### src/rtl/sp_fifo_pkg.sv
// Shared sizes for the serial/parallel fall-through FIFO.
package sp_fifo_pkg;
    localparam int unsigned WORD_W  = 4;   // bits per word
    localparam int unsigned STACK_D = 14;  // fall-through locations
endpackage

### src/rtl/sp_sync.sv
// Two-stage synchronizer for a vector of asynchronous level inputs.
// Assumes each bit is sampled independently; callers keep related bits stable.
module sp_sync #(
    parameter int unsigned W = 1
) (
    input  logic         clk,
    input  logic         rst_n,
    input  logic [W-1:0] d_i,
    output logic [W-1:0] q_o
);
    for (genvar i = 0; i < W; i++) begin : g_bit
        logic s1, s2;
        // Purpose: move one bit into the clock domain over two flops.
        always_ff @(posedge clk) begin
            if (!rst_n) begin
                s1 <= 1'b0;
                s2 <= 1'b0;
            end else begin
                s1 <= d_i[i];
                s2 <= s1;
            end
        end
        assign q_o[i] = s2;
    end
endmodule

### src/rtl/sp_in_reg.sv
// Input register with marker-bit serial completion and a one-shot stack transfer.
// Assumes synchronized controls and a one-cycle falling-edge strobe for the serial clock.
module sp_in_reg #(
    parameter int unsigned W = 4
) (
    input  logic         clk,
    input  logic         rst_n,
    input  logic         pload,
    input  logic [W-1:0] din,
    input  logic         ser_in,
    input  logic         ser_en_n,
    input  logic         sclk_fall,
    input  logic         xfer_n,
    input  logic         top_free,
    output logic         push,
    output logic [W-1:0] word,
    output logic         full_n
);
    localparam logic [W-1:0] MARK = {1'b1, {(W-1){1'b0}}};

    logic [W-1:0] ir;
    logic         full;
    logic         req;

    assign push   = !xfer_n && full && top_free && !req;
    assign word   = ir;
    assign full_n = !full;

    // Purpose: parallel load, serial shift, and re-initialization after a transfer.
    always_ff @(posedge clk) begin
        if (!rst_n) begin
            ir   <= MARK;
            full <= 1'b0;
            req  <= 1'b0;
        end else begin
            if (pload) begin
                ir   <= din;
                full <= 1'b1;
            end else if (req) begin
                ir   <= MARK;
                full <= 1'b0;
                req  <= 1'b0;
            end else if (sclk_fall && !ser_en_n && !full) begin
                full <= ir[0];
                ir   <= {ser_in, ir[W-1:1]};
            end
            if (push) begin
                req <= 1'b1;
            end
        end
    end
endmodule

### src/rtl/sp_stack.sv
// Fall-through stack: each word moves one location per clock toward the bottom
// whenever the next location is empty. Data is never reset, occupancy is.
module sp_stack #(
    parameter int unsigned W = 4,
    parameter int unsigned D = 14
) (
    input  logic         clk,
    input  logic         rst_n,
    input  logic         push,
    input  logic [W-1:0] push_data,
    input  logic         pop,
    output logic         top_free,
    output logic         bot_vld,
    output logic [W-1:0] bot_data
);
    logic [D-1:0] vld;
    logic [D-1:0] move;
    logic [W-1:0] mem [D];

    assign top_free = !vld[0];
    assign bot_vld  = vld[D-1];
    assign bot_data = mem[D-1];

    for (genvar i = 0; i < D; i++) begin : g_loc
        if (i == D - 1) begin : g_last
            assign move[i] = pop;
        end else begin : g_mid
            assign move[i] = vld[i] && !vld[i+1];
        end

        if (i == 0) begin : g_top
            // Purpose: top location accepts pushes from the input register.
            always_ff @(posedge clk) begin
                if (!rst_n) vld[i] <= 1'b0;
                else        vld[i] <= (vld[i] && !move[i]) || push;
                if (push)   mem[i] <= push_data;
            end
        end else begin : g_low
            // Purpose: lower location takes the word falling from above.
            always_ff @(posedge clk) begin
                if (!rst_n)     vld[i] <= 1'b0;
                else            vld[i] <= (vld[i] && !move[i]) || move[i-1];
                if (move[i-1])  mem[i] <= mem[i-1];
            end
        end
    end
endmodule

### src/rtl/sp_out_reg.sv
// Output register: level-sensitive parallel load with a one-per-level lock,
// optional serial shift-out that empties the register after W bits.
module sp_out_reg #(
    parameter int unsigned W = 4
) (
    input  logic         clk,
    input  logic         rst_n,
    input  logic         par,
    input  logic         ser_n,
    input  logic         sclk_fall,
    input  logic         bot_vld,
    input  logic [W-1:0] bot_data,
    output logic         pop,
    output logic [W-1:0] q,
    output logic         valid,
    output logic         ser_en
);
    localparam int unsigned CW = (W > 2) ? $clog2(W) : 1;
    localparam logic [CW-1:0] LAST = CW'(W - 1);

    logic [W-1:0]  oreg;
    logic          lock;
    logic [CW-1:0] cnt;

    assign pop = par && !lock && bot_vld && !ser_en;
    assign q   = oreg;

    // Purpose: control flags for load, serial shift and release of the request.
    always_ff @(posedge clk) begin
        if (!rst_n) begin
            valid  <= 1'b0;
            ser_en <= 1'b0;
            lock   <= 1'b0;
            cnt    <= '0;
        end else if (pop) begin
            valid  <= 1'b1;
            lock   <= 1'b1;
            ser_en <= !ser_n;
            cnt    <= '0;
        end else if (ser_en && sclk_fall) begin
            cnt <= cnt + 1'b1;
            if (cnt == LAST) begin
                ser_en <= 1'b0;
                valid  <= 1'b0;
            end
        end else if (!par) begin
            lock <= 1'b0;
            if (!ser_en) valid <= 1'b0;
        end
    end

    // Purpose: data path of the output register, kept through reset.
    always_ff @(posedge clk) begin
        if (pop)                      oreg <= bot_data;
        else if (ser_en && sclk_fall) oreg <= oreg >> 1;
    end
endmodule

### src/rtl/sp_fifo.sv
// Top of the serial/parallel fall-through FIFO. Synchronizes all control
// inputs, detects serial clock falling edges, and wires the three stages.
// The output enable is combinational and only reported, not used as tri-state.
module sp_fifo
    import sp_fifo_pkg::*;
#(
    parameter int unsigned W = WORD_W,
    parameter int unsigned D = STACK_D
) (
    input  logic         clk,
    input  logic         rst_n,
    input  logic         pload_i,
    input  logic [W-1:0] din_i,
    input  logic         ser_in_i,
    input  logic         ser_en_ni,
    input  logic         sclk_in_i,
    input  logic         xfer_in_ni,
    output logic         full_no,
    input  logic         xfer_out_par_i,
    input  logic         xfer_out_ser_ni,
    input  logic         sclk_out_i,
    input  logic         oe_ni,
    output logic [W-1:0] q_o,
    output logic         q_drv_o,
    output logic         out_valid_o,
    output logic         ser_out_o,
    output logic         ser_out_en_o
);
    localparam int unsigned SW = W + 8;

    logic [SW-1:0] raw, syn;
    logic          sclk_in_s, sclk_out_s, sclk_in_d, sclk_out_d;
    logic          pload_s, par_s;
    logic          in_fall, out_fall;
    logic          push, top_free, pop, bot_vld;
    logic [W-1:0]  in_word, bot_data;

    assign raw = {din_i, ser_in_i, ser_en_ni, pload_i, sclk_in_i,
                  xfer_in_ni, xfer_out_par_i, xfer_out_ser_ni, sclk_out_i};

    sp_sync #(.W(SW)) sync_i (.clk(clk), .rst_n(rst_n), .d_i(raw), .q_o(syn));

    assign sclk_out_s = syn[0];
    assign par_s      = syn[2];
    assign sclk_in_s  = syn[4];
    assign pload_s    = syn[5];

    // Purpose: previous clock levels for falling-edge detection.
    always_ff @(posedge clk) begin
        if (!rst_n) begin
            sclk_in_d  <= 1'b0;
            sclk_out_d <= 1'b0;
        end else begin
            sclk_in_d  <= sclk_in_s;
            sclk_out_d <= sclk_out_s;
        end
    end

    assign in_fall  = sclk_in_d && !sclk_in_s;
    assign out_fall = sclk_out_d && !sclk_out_s;

    sp_in_reg #(.W(W)) in_i (
        .clk(clk), .rst_n(rst_n), .pload(pload_s), .din(syn[SW-1:8]),
        .ser_in(syn[7]), .ser_en_n(syn[6]), .sclk_fall(in_fall),
        .xfer_n(syn[3]), .top_free(top_free), .push(push),
        .word(in_word), .full_n(full_no)
    );

    sp_stack #(.W(W), .D(D)) stk_i (
        .clk(clk), .rst_n(rst_n), .push(push), .push_data(in_word),
        .pop(pop), .top_free(top_free), .bot_vld(bot_vld), .bot_data(bot_data)
    );

    sp_out_reg #(.W(W)) out_i (
        .clk(clk), .rst_n(rst_n), .par(par_s), .ser_n(syn[1]),
        .sclk_fall(out_fall), .bot_vld(bot_vld), .bot_data(bot_data),
        .pop(pop), .q(q_o), .valid(out_valid_o), .ser_en(ser_out_en_o)
    );

    assign ser_out_o = q_o[0];
    assign q_drv_o   = !oe_ni;
endmodule

### config.mk
export PLATFORM = sky130hd
export DESIGN_NAME = sp_fifo
export DESIGN_NICKNAME = d
export VERILOG_FILES = /design/src/rtl/sp_fifo_pkg.sv /design/src/rtl/sp_sync.sv /design/src/rtl/sp_in_reg.sv /design/src/rtl/sp_stack.sv /design/src/rtl/sp_out_reg.sv /design/src/rtl/sp_fifo.sv
export SDC_FILE = /design/constraint.sdc
export NUM_CORES = 1
export LEC_CHECK = 0
export BUFFER_PORTS_ARGS = -buffer_cell sky130_fd_sc_hd__buf_2
export CAP_MARGIN = 20
export CORE_AREA = 5 5 92 94
export CTS_BUF_LIST = sky130_fd_sc_hd__clkbuf_4 sky130_fd_sc_hd__clkbuf_8
export DETAILED_ROUTE_END_ITERATION = 8
export DIE_AREA = 0 0 97 99
export HOLD_SLACK_MARGIN = 0.12
export PLACE_DENSITY = 0.75
export SYNTH_ARGS = -nofsm -noshare
export SYNTH_HDL_FRONTEND = slang
export SYNTH_SLANG_ARGS = --single-unit
### constraint.sdc
create_clock -name clk -period 3.6 [get_ports clk]
set_clock_uncertainty 0.2 [all_clocks]
set_input_delay 0.36 -clock clk [delete_from_list [all_inputs] [get_ports clk]]
set_output_delay 0.36 -clock clk [all_outputs]
set_load 0.01 [all_outputs]
==> metrics.csv, run 1 <==
stage,metric,value,unit
status,status,"complete, no violations",
pwr,p_per_area,496,nW/um^2
logic_synthesis,netlist_area,3640,sq um
timing,fmax,604,MHz
timing,setup_viol,0,
floorplanning,fp.dieW,97,um
grt,grt_pass1_vias,1811,
grt,grt_remaining_overflow,0,
timing,rsz0062_at_grt,no,
setup_path,endpoint_kind,flop,
setup_path,start_kind,flop,
route,drtAntennaViolNets,0,
floorplanning,start_util,48.1,%
setup_path,reg2reg_from,in_i.req$_SDFFE_PN0P_,
floorplanning,rows,32,
final_layout,nNetsFinal,297,
timing,final.period_utilization,46.0,%
floorplanning,die_h,99,um
final_layout,antenna_cells_inserted,0,
final_layout,multi_input_area,766,sq um
route,viasPerCell,4.71,
final_layout,drive_above_1_share,15.0,%
route,firstDrtPassIters,4,
logic_synthesis,synthCells,244,
route,drt-initial-drc-count,54,
floorplanning,core,7570,sq um
timing,timing.slew.headroom,56.8,%
setup_path,worstSetupPathType,reg -> reg,
clocking,cts-buffers-inserted,9,
setup_path,worstSetupStartpoint,in_i.req$_SDFFE_PN0P_,
hold_path,hold_start,stk_i.mem[1][15]$_DFFE_PP_,
timing,hold_viol,0,
logic_synthesis,yosysSeqAreaShare,77.5,%
setup_path,critPathRequiredTime,3.46,ns
setup_path,crit_slowest_cell,or4_1,
clocking,cts.repair.resized,0,
timing,tightest_slew,0.648,ns
placement,portBuffers,23,
final_layout,nFillCells,613,
timing,finalSetupTns,0,ns
setup_path,crit_arrival,1.51,ns
logic_synthesis,avgSynthCellArea,14.9,sq um
pwr,total_power,2.05,mW
placement,gp_congestion,0.762,
clocking,hold_buffers,12,
logic_synthesis,ys_types,33,
final_layout,syn2layout_area_growth,13.8,%
logic_synthesis,synthesis.nets,260,
route,wire_per_inst,12.4,um
clocking,insertion_delay,0.35,ns
setup_path,crit_fanout,11,
final_layout,regArea,2820,sq um
clocking,cts_setup_buffers,0,
route,drc,0,
route,via_count,1826,
clocking,clk_pin_slew,0.09,ns
pwr,p_leak,1.51,nW
floorplanning,ios,24,
flow_run,cap_violations,0,
floorplanning,dieArea,9600,sq um
timing,whs,0.224,ns
hold_path,hold_class,reg -> reg,
route,routed_wl,4800,um
grt,grt_usage,10.9,%
clocking,cts_tree,built,
setup_path,max_stage_delay,0.59,ns
timing,slew_violations,0,
placement,dp_hpwl,3060,um
clocking,max-clock-path-buffers,2,
clocking,root_buffer,clkbuf_8,
logic_synthesis,ys_warn_count,0,
logic_synthesis,yosys_register_bits,111,
clocking,cts_sinks,111,
final_layout,final_util,54.7,%
setup_path,crit_path_cell_trace,or4_1 -> inv_1,
grt,grt_max_degree,50,
timing,period_needed,1.66,ns
pwr,ir_drop,365,uV
grt,antenna_found_initial,0,
grt,grt_pass1_wl,8200,um
clocking,htree_levels,3,
through the flow:
| step | worst slack (ns) | cells | cell area, sq um |
|---|---|---|---|
| finish | 1.94 | 388 | 4140 |
| detailed placement | 1.96 | 360 | 3850 |
| global placement | 1.99 | 360 | 3850 |
| CTS | 1.95 | 388 | 4140 |
| floorplan | 2.03 | 244 | 3640 |
| global route | 1.88 | 388 | 4140 |
routing by layer:
metal  track usage (%)  wire length (um)  share of wire, %  up-vias
met2              18.5              2470                52       26
li1                  -                 -                 -      929
met3              4.67               207               4.3        4
met5                 0                 0                 0        -
met1              11.9              2070                43      867
met4              4.86                44              0.92        0
cell usage after synthesis:
| cell | number | area share [%] |
|---|---|---|
| o21a_1 | 3 | 0.62 |
| nor2_1 | 6 | 0.62 |
| clkbuf_1 | 8 | 0.82 |
| inv_1 | 4 | 0.41 |
| a21oi_1 | 14 | 1.9 |
| nand3_1 | 2 | 0.27 |
| edfxtp_1 | 60 | 49 |
| or4_1 | 1 | 0.21 |
| nor3b_1 | 4 | 0.82 |
| nand4bb_1 | 1 | 0.31 |
| nor4_1 | 2 | 0.34 |
| or4bb_1 | 1 | 0.31 |
| mux2i_1 | 1 | 0.27 |
| nor4b_2 | 1 | 0.41 |
| a221o_1 | 1 | 0.27 |
| o21ai_0 | 1 | 0.14 |
| and2_1 | 28 | 4.8 |
| nand2_1 | 12 | 1.2 |
| ha_1 | 1 | 0.34 |
| and4bb_2 | 1 | 0.34 |
| nor2b_1 | 26 | 4.5 |
| buf_4 | 1 | 0.21 |
| and3b_1 | 1 | 0.24 |
| nor4b_1 | 2 | 0.48 |
| or2_2 | 1 | 0.17 |
| a221oi_1 | 2 | 0.48 |
| nor3_1 | 1 | 0.14 |
| o31a_1 | 1 | 0.24 |
| xnor2_1 | 1 | 0.24 |
| o221a_2 | 1 | 0.31 |
| a21boi_0 | 3 | 0.62 |
| or4b_4 | 1 | 0.38 |
| dfxtp_1 | 51 | 28 |
power breakdown:
part | internal [mW] | switching [mW] | leakage, nW
Clock | 0.278 | 0.366 | 0.0928
Sequential | 1.34 | 0.0113 | 0.961
Combinational | 0.0323 | 0.0218 | 0.454
critical path: cells and delay by family (launching register included):
family	cells	cell delay (ns)
and+or+nand+nor	1	0.59
DFF	1	0.42
buffers and inverters	1	0.16
sequential cells by signal, indices dropped and copies added, names as in the netlist:
name,flops
in_i.full,1
in_i.req,1
in_i.word,4
out_i.cnt,2
out_i.lock,1
out_i.q,4
out_i.ser_en,1
out_i.valid,1
sclk_in_d,1
sclk_out_d,1
stk_i.bot_vld,1
stk_i.mem,56
stk_i.vld,13
sync_i.g_bit.s1,12
sync_i.g_bit.s2,12
cells in the final DEF (no fill, tap or decap), drive strengths merged, types with 5 or more instances in the layout:
cell type	count
a21oi	14
and2	28
buf	23
clkbuf	12
dfxtp	51
dlygate4sd3	12
edfxtp	60
inv	5
nand2	12
nor2	6
nor2b	26
cell families after synthesis:
kind of cell    after synthesis  synth area share, %
simple gates                 91                 15.6
fa+ha+maj                     1                0.344
mux                           1                0.275
xor+xnor                      1                0.241
compound gates               26                 4.60
flops                       111                 77.5
buf+inv                      13                 1.44
worst paths after layout:
kind	endpoint	slack (ns)	cells past startpoint
max	stk_i.mem[0][2]$_DFFE_PP_	1.94	2
max reg2reg	stk_i.mem[0][2]$_DFFE_PP_	1.94	2
min reg2reg	stk_i.mem[1][19]$_DFFE_PP_	0.22	0
min	stk_i.mem[1][19]$_DFFE_PP_	0.22	0
cell type report:
class	count	area share, %
clock buffers	12	3.53
well taps	102	3.08
flip-flops and latches	111	68.1
clock inverters	4	0.725
multi-input cells	120	18.5
repair buffers	35	5.68
inverters	4	0.362
(Power assumes the default switching activity.)
==> run 2, diff against run 1 <==
Clock period 3.6 ns to 1.6 ns, I/O delays scaled along.
==> run 2 against run 1 <==
Sequential power up 130%. Critical path depth up 1. Via count up 8.1%. Combinational power rose to 3.4 times the previous value. Clock power up 140%. Die area unchanged. The flow now finishes with violations (hold timing). Register-to-register slack worse by 1.9 ns. Critical endpoint is now in_i.word[3]$_SDFFE_PN1P_. Utilization up 4.4 points. Wire length up 14%.
==> metrics.csv, run 2 (synthesized netlist as in run 1, its figures left out) <==
stage,metric,value,unit,change
status,status,"finished, violations left",,
status,failed_checks,hold timing,,
floorplanning,ios,24,,unchanged
grt,grt_pass1_vias,1907,,+5.3%
setup_path,endpoint_kind,flop,,
setup_path,rrSetupSlack,0.04,ns,-1.90 ns
placement,placed_area,3890,sq um,+1.1%
setup_path,reg2reg_to,in_i.word[3]$_SDFFE_PN1P_,,
flow_run,cap_violations,0,,unchanged
timing,hold_viol,1,,+1
final_layout,final_util,59.2,%,+4.4 points
placement,gp_congestion,0.771,,+1.2%
route,drc,0,,unchanged
setup_path,start_kind,flop,,
clocking,insertion_delay,0.36,ns,about the same
floorplanning,start_util,48.1,%,unchanged
hold_path,hold_class,in -> reg,,
clocking,cts_sinks,111,,unchanged
grt,antenna_found_initial,0,,unchanged
timing,slew_violations,0,,unchanged
route,routed_wl,5480,um,+14%
timing,period_needed,1.56,ns,-0.0993 ns
hold_path,whs_path_depth,3,,+3
timing,timing.slew.headroom,70.0,%,+13 points
floorplanning,dieArea,9600,sq um,unchanged
final_layout,nNetsFinal,327,,+10%
final_layout,post-route-cell-area,4480,sq um,+8.1%
setup_path,worstSetupPathType,reg -> reg,,
floorplanning,rows,32,,unchanged
grt,grt_max_degree,50,,unchanged
clocking,root_buffer,clkbuf_8,,
route,drt-initial-drc-count,136,,+150%
pwr,p_per_area,1070,nW/um^2,+120%
clocking,hold_buffers,38,,+26
setup_path,ff2ff_path_depth,3,,+1
route,wire_per_inst,13.1,um,+5.9%
final_layout,drive_above_1_share,17.7,%,+2.7 points
route,viasPerCell,4.72,,+0.35%
setup_path,reg2reg_from,sync_i.g_bit[6].s2$_SDFF_PN0_,,
pwr,clkPwrFrac,32.4,%,+1.0 points
clocking,max-clock-path-buffers,2,,unchanged
timing,worst_slack,0.0424,ns,-1.90 ns
timing,final.period_utilization,97.4,%,+51 points
hold_path,hold_start,rst_n,,
setup_path,max_stage_delay,0.58,ns,about the same
final_layout,final_common_cell,edfxtp_1,,
final_layout,top_regs,"stk_i.mem: 56 flops, stk_i.vld: 13 flops",,
floorplanning,fp.dieW,97,um,unchanged
placement,portBuffers,23,,unchanged
pwr,switching_power,1.04,mW,+160%
setup_path,crit_slowest_cell,or4b_4,,
setup_path,crit_arrival,1.67,ns,+0.16 ns
floorplanning,die_h,99,um,unchanged
setup_path,critPathRequiredTime,1.71,ns,-1.75 ns
floorplanning,core,7570,sq um,unchanged
pwr,p_int,3.74,mW,+130%
clocking,cts_tree,built,,
clocking,cts_setup_buffers,0,,unchanged
route,drtAntennaViolNets,0,,unchanged
grt,grt_remaining_overflow,0,,unchanged
pwr,pwr-share-comb,3.8,%,+1.2 points
timing,tightest_slew,0.450,ns,-0.198 ns
placement,dp_hpwl,3050,um,-0.54%
setup_path,crit_path_cell_trace,or4b_4 -> a221o_1 -> nand3_1,,
clocking,htree_levels,3,,unchanged
pwr,switching_share,21.7,%,+2.3 points
timing,fmax,642,MHz,+6.4%
hold_path,hold_path_end,in_i.word[3]$_SDFFE_PN1P_,,
grt,grt_usage,11.8,%,+0.89 points
final_layout,antenna_cells_inserted,0,,unchanged
pwr,ir_drop,956,uV,+160%
timing,whs,-0.00497,ns,-0.229 ns
route,via_count,1974,,+8.1%
clocking,clk_pin_slew,0.11,ns,+0.02 ns
pwr,p_seq_share,63.8,%,-2.2 points
pwr,total_power,4.78,mW,+130%
final_layout,top_register,stk_i.mem,,
placement,post-place-ws,-0.00200,ns,-1.97 ns
setup_path,crit_fanout,5,,-6
timing,rsz0062_at_grt,yes,,
clocking,cts-buffers-inserted,9,,unchanged
grt,grt_pass1_wl,8850,um,+8.0%
timing,setup_viol,0,,unchanged
final_layout,syn2layout_area_growth,23.0,%,
route,firstDrtPassIters,4,,unchanged
timing,finalSetupTns,0,ns,unchanged
final_layout,final_cell_mix,"edfxtp_1, dfxtp_1, dlygate4sd3_1, and2_1, nor2b_1",,
pwr,p_leak,1.69,nW,+12%
final_layout,largest_register_ffs,56,,unchanged
run 2: cell types whose count changed in the layout (fill, tap and decap cells not counted), moves of 2 or more:
cell           change
a221oi_2           +2
dfxtp_1            -3
a221oi_1           -2
buf_4              +3
dfxtp_2            +3
dlygate4sd3_1     +26
clkbuf_4           -3
inv_6              +3
run 2: power by group through the flow:
stage	sequential, mW	clock [mW]	combinational, mW
6_report	3.05	1.55	0.183
5_1_grt	3.06	1.74	0.201
4_1_cts	3.05	1.59	0.174
3_5_place_dp	3.11	0	0.111
3_3_place_gp	3.11	0	0.108
2_1_floorplan	3.10	0	0.0757
run 2: how the worst max path moves through the flow:
stage / cells past startpoint / to / start / slack [ns]
finish: 3 / in_i.word[3]$_SDFFE_PN1P_ / sync_i.g_bit[6].s2$_SDFF_PN0_ / 0.04
global route: 3 / in_i.word[2]$_SDFFE_PN0P_ / sync_i.g_bit[6].s2$_SDFF_PN0_ / -0.01
CTS: 3 / stk_i.mem[0][3]$_DFFE_PP_ / in_i.full$_SDFFE_PN0P_ / 0.02
detailed placement: 3 / stk_i.mem[0][0]$_DFFE_PP_ / in_i.full$_SDFFE_PN0P_ / -0.002
global placement: 3 / stk_i.mem[0][0]$_DFFE_PP_ / in_i.full$_SDFFE_PN0P_ / 0.03
floorplan: 3 / stk_i.mem[0][0]$_DFFE_PP_ / in_i.full$_SDFFE_PN0P_ / 0.03
run 2: final cells by class:
cell class / instances / area, sq um
fillers: 558 / 3090
flip-flops and latches: 111 / 2830
multi-input cells: 120 / 786
repair buffers: 65 / 538
well taps: 102 / 128
clock buffers: 9 / 124
clock inverters: 7 / 62.6
inverters: 4 / 15.0
run 2: metrics by stage:
step,instances,hold WS (ns)
after floorplan,244,0.0873
after global placement,364,0.165
after detailed placement,364,0.169
after CTS,418,-0.0232
after global routing,418,-0.00790
final,418,-0.00497
run 2: critical path, delay by kind of cell (launching register included):
family | cells | cell delay, ns
AO/OA/AOI/OAI | 1 | 0.31
AND/OR/NAND/NOR | 2 | 0.66
flip-flops | 1 | 0.34
run 2: what timing repair did:
| action | 4_1_cts | 5_1_grt |
|---|---|---|
| endpoints found under the setup margin | 4 | 10 |
| pin swaps | 0 | 1 |
| hold endpoints to repair | 51 | 25 |
| gates resized for setup | 1 | 7 |
run 2: per-layer routing:
layer  part of all wire (%)  wire, um  vias to the layer above  track usage [%]
met3                    4.8       265                       10             4.32
met2                     51      2770                       44             19.7
met1                     42      2320                      929             13.8
met5                      0         0                        -                0
met4                    2.1       114                        0             4.75
li1                       -         -                      991                -
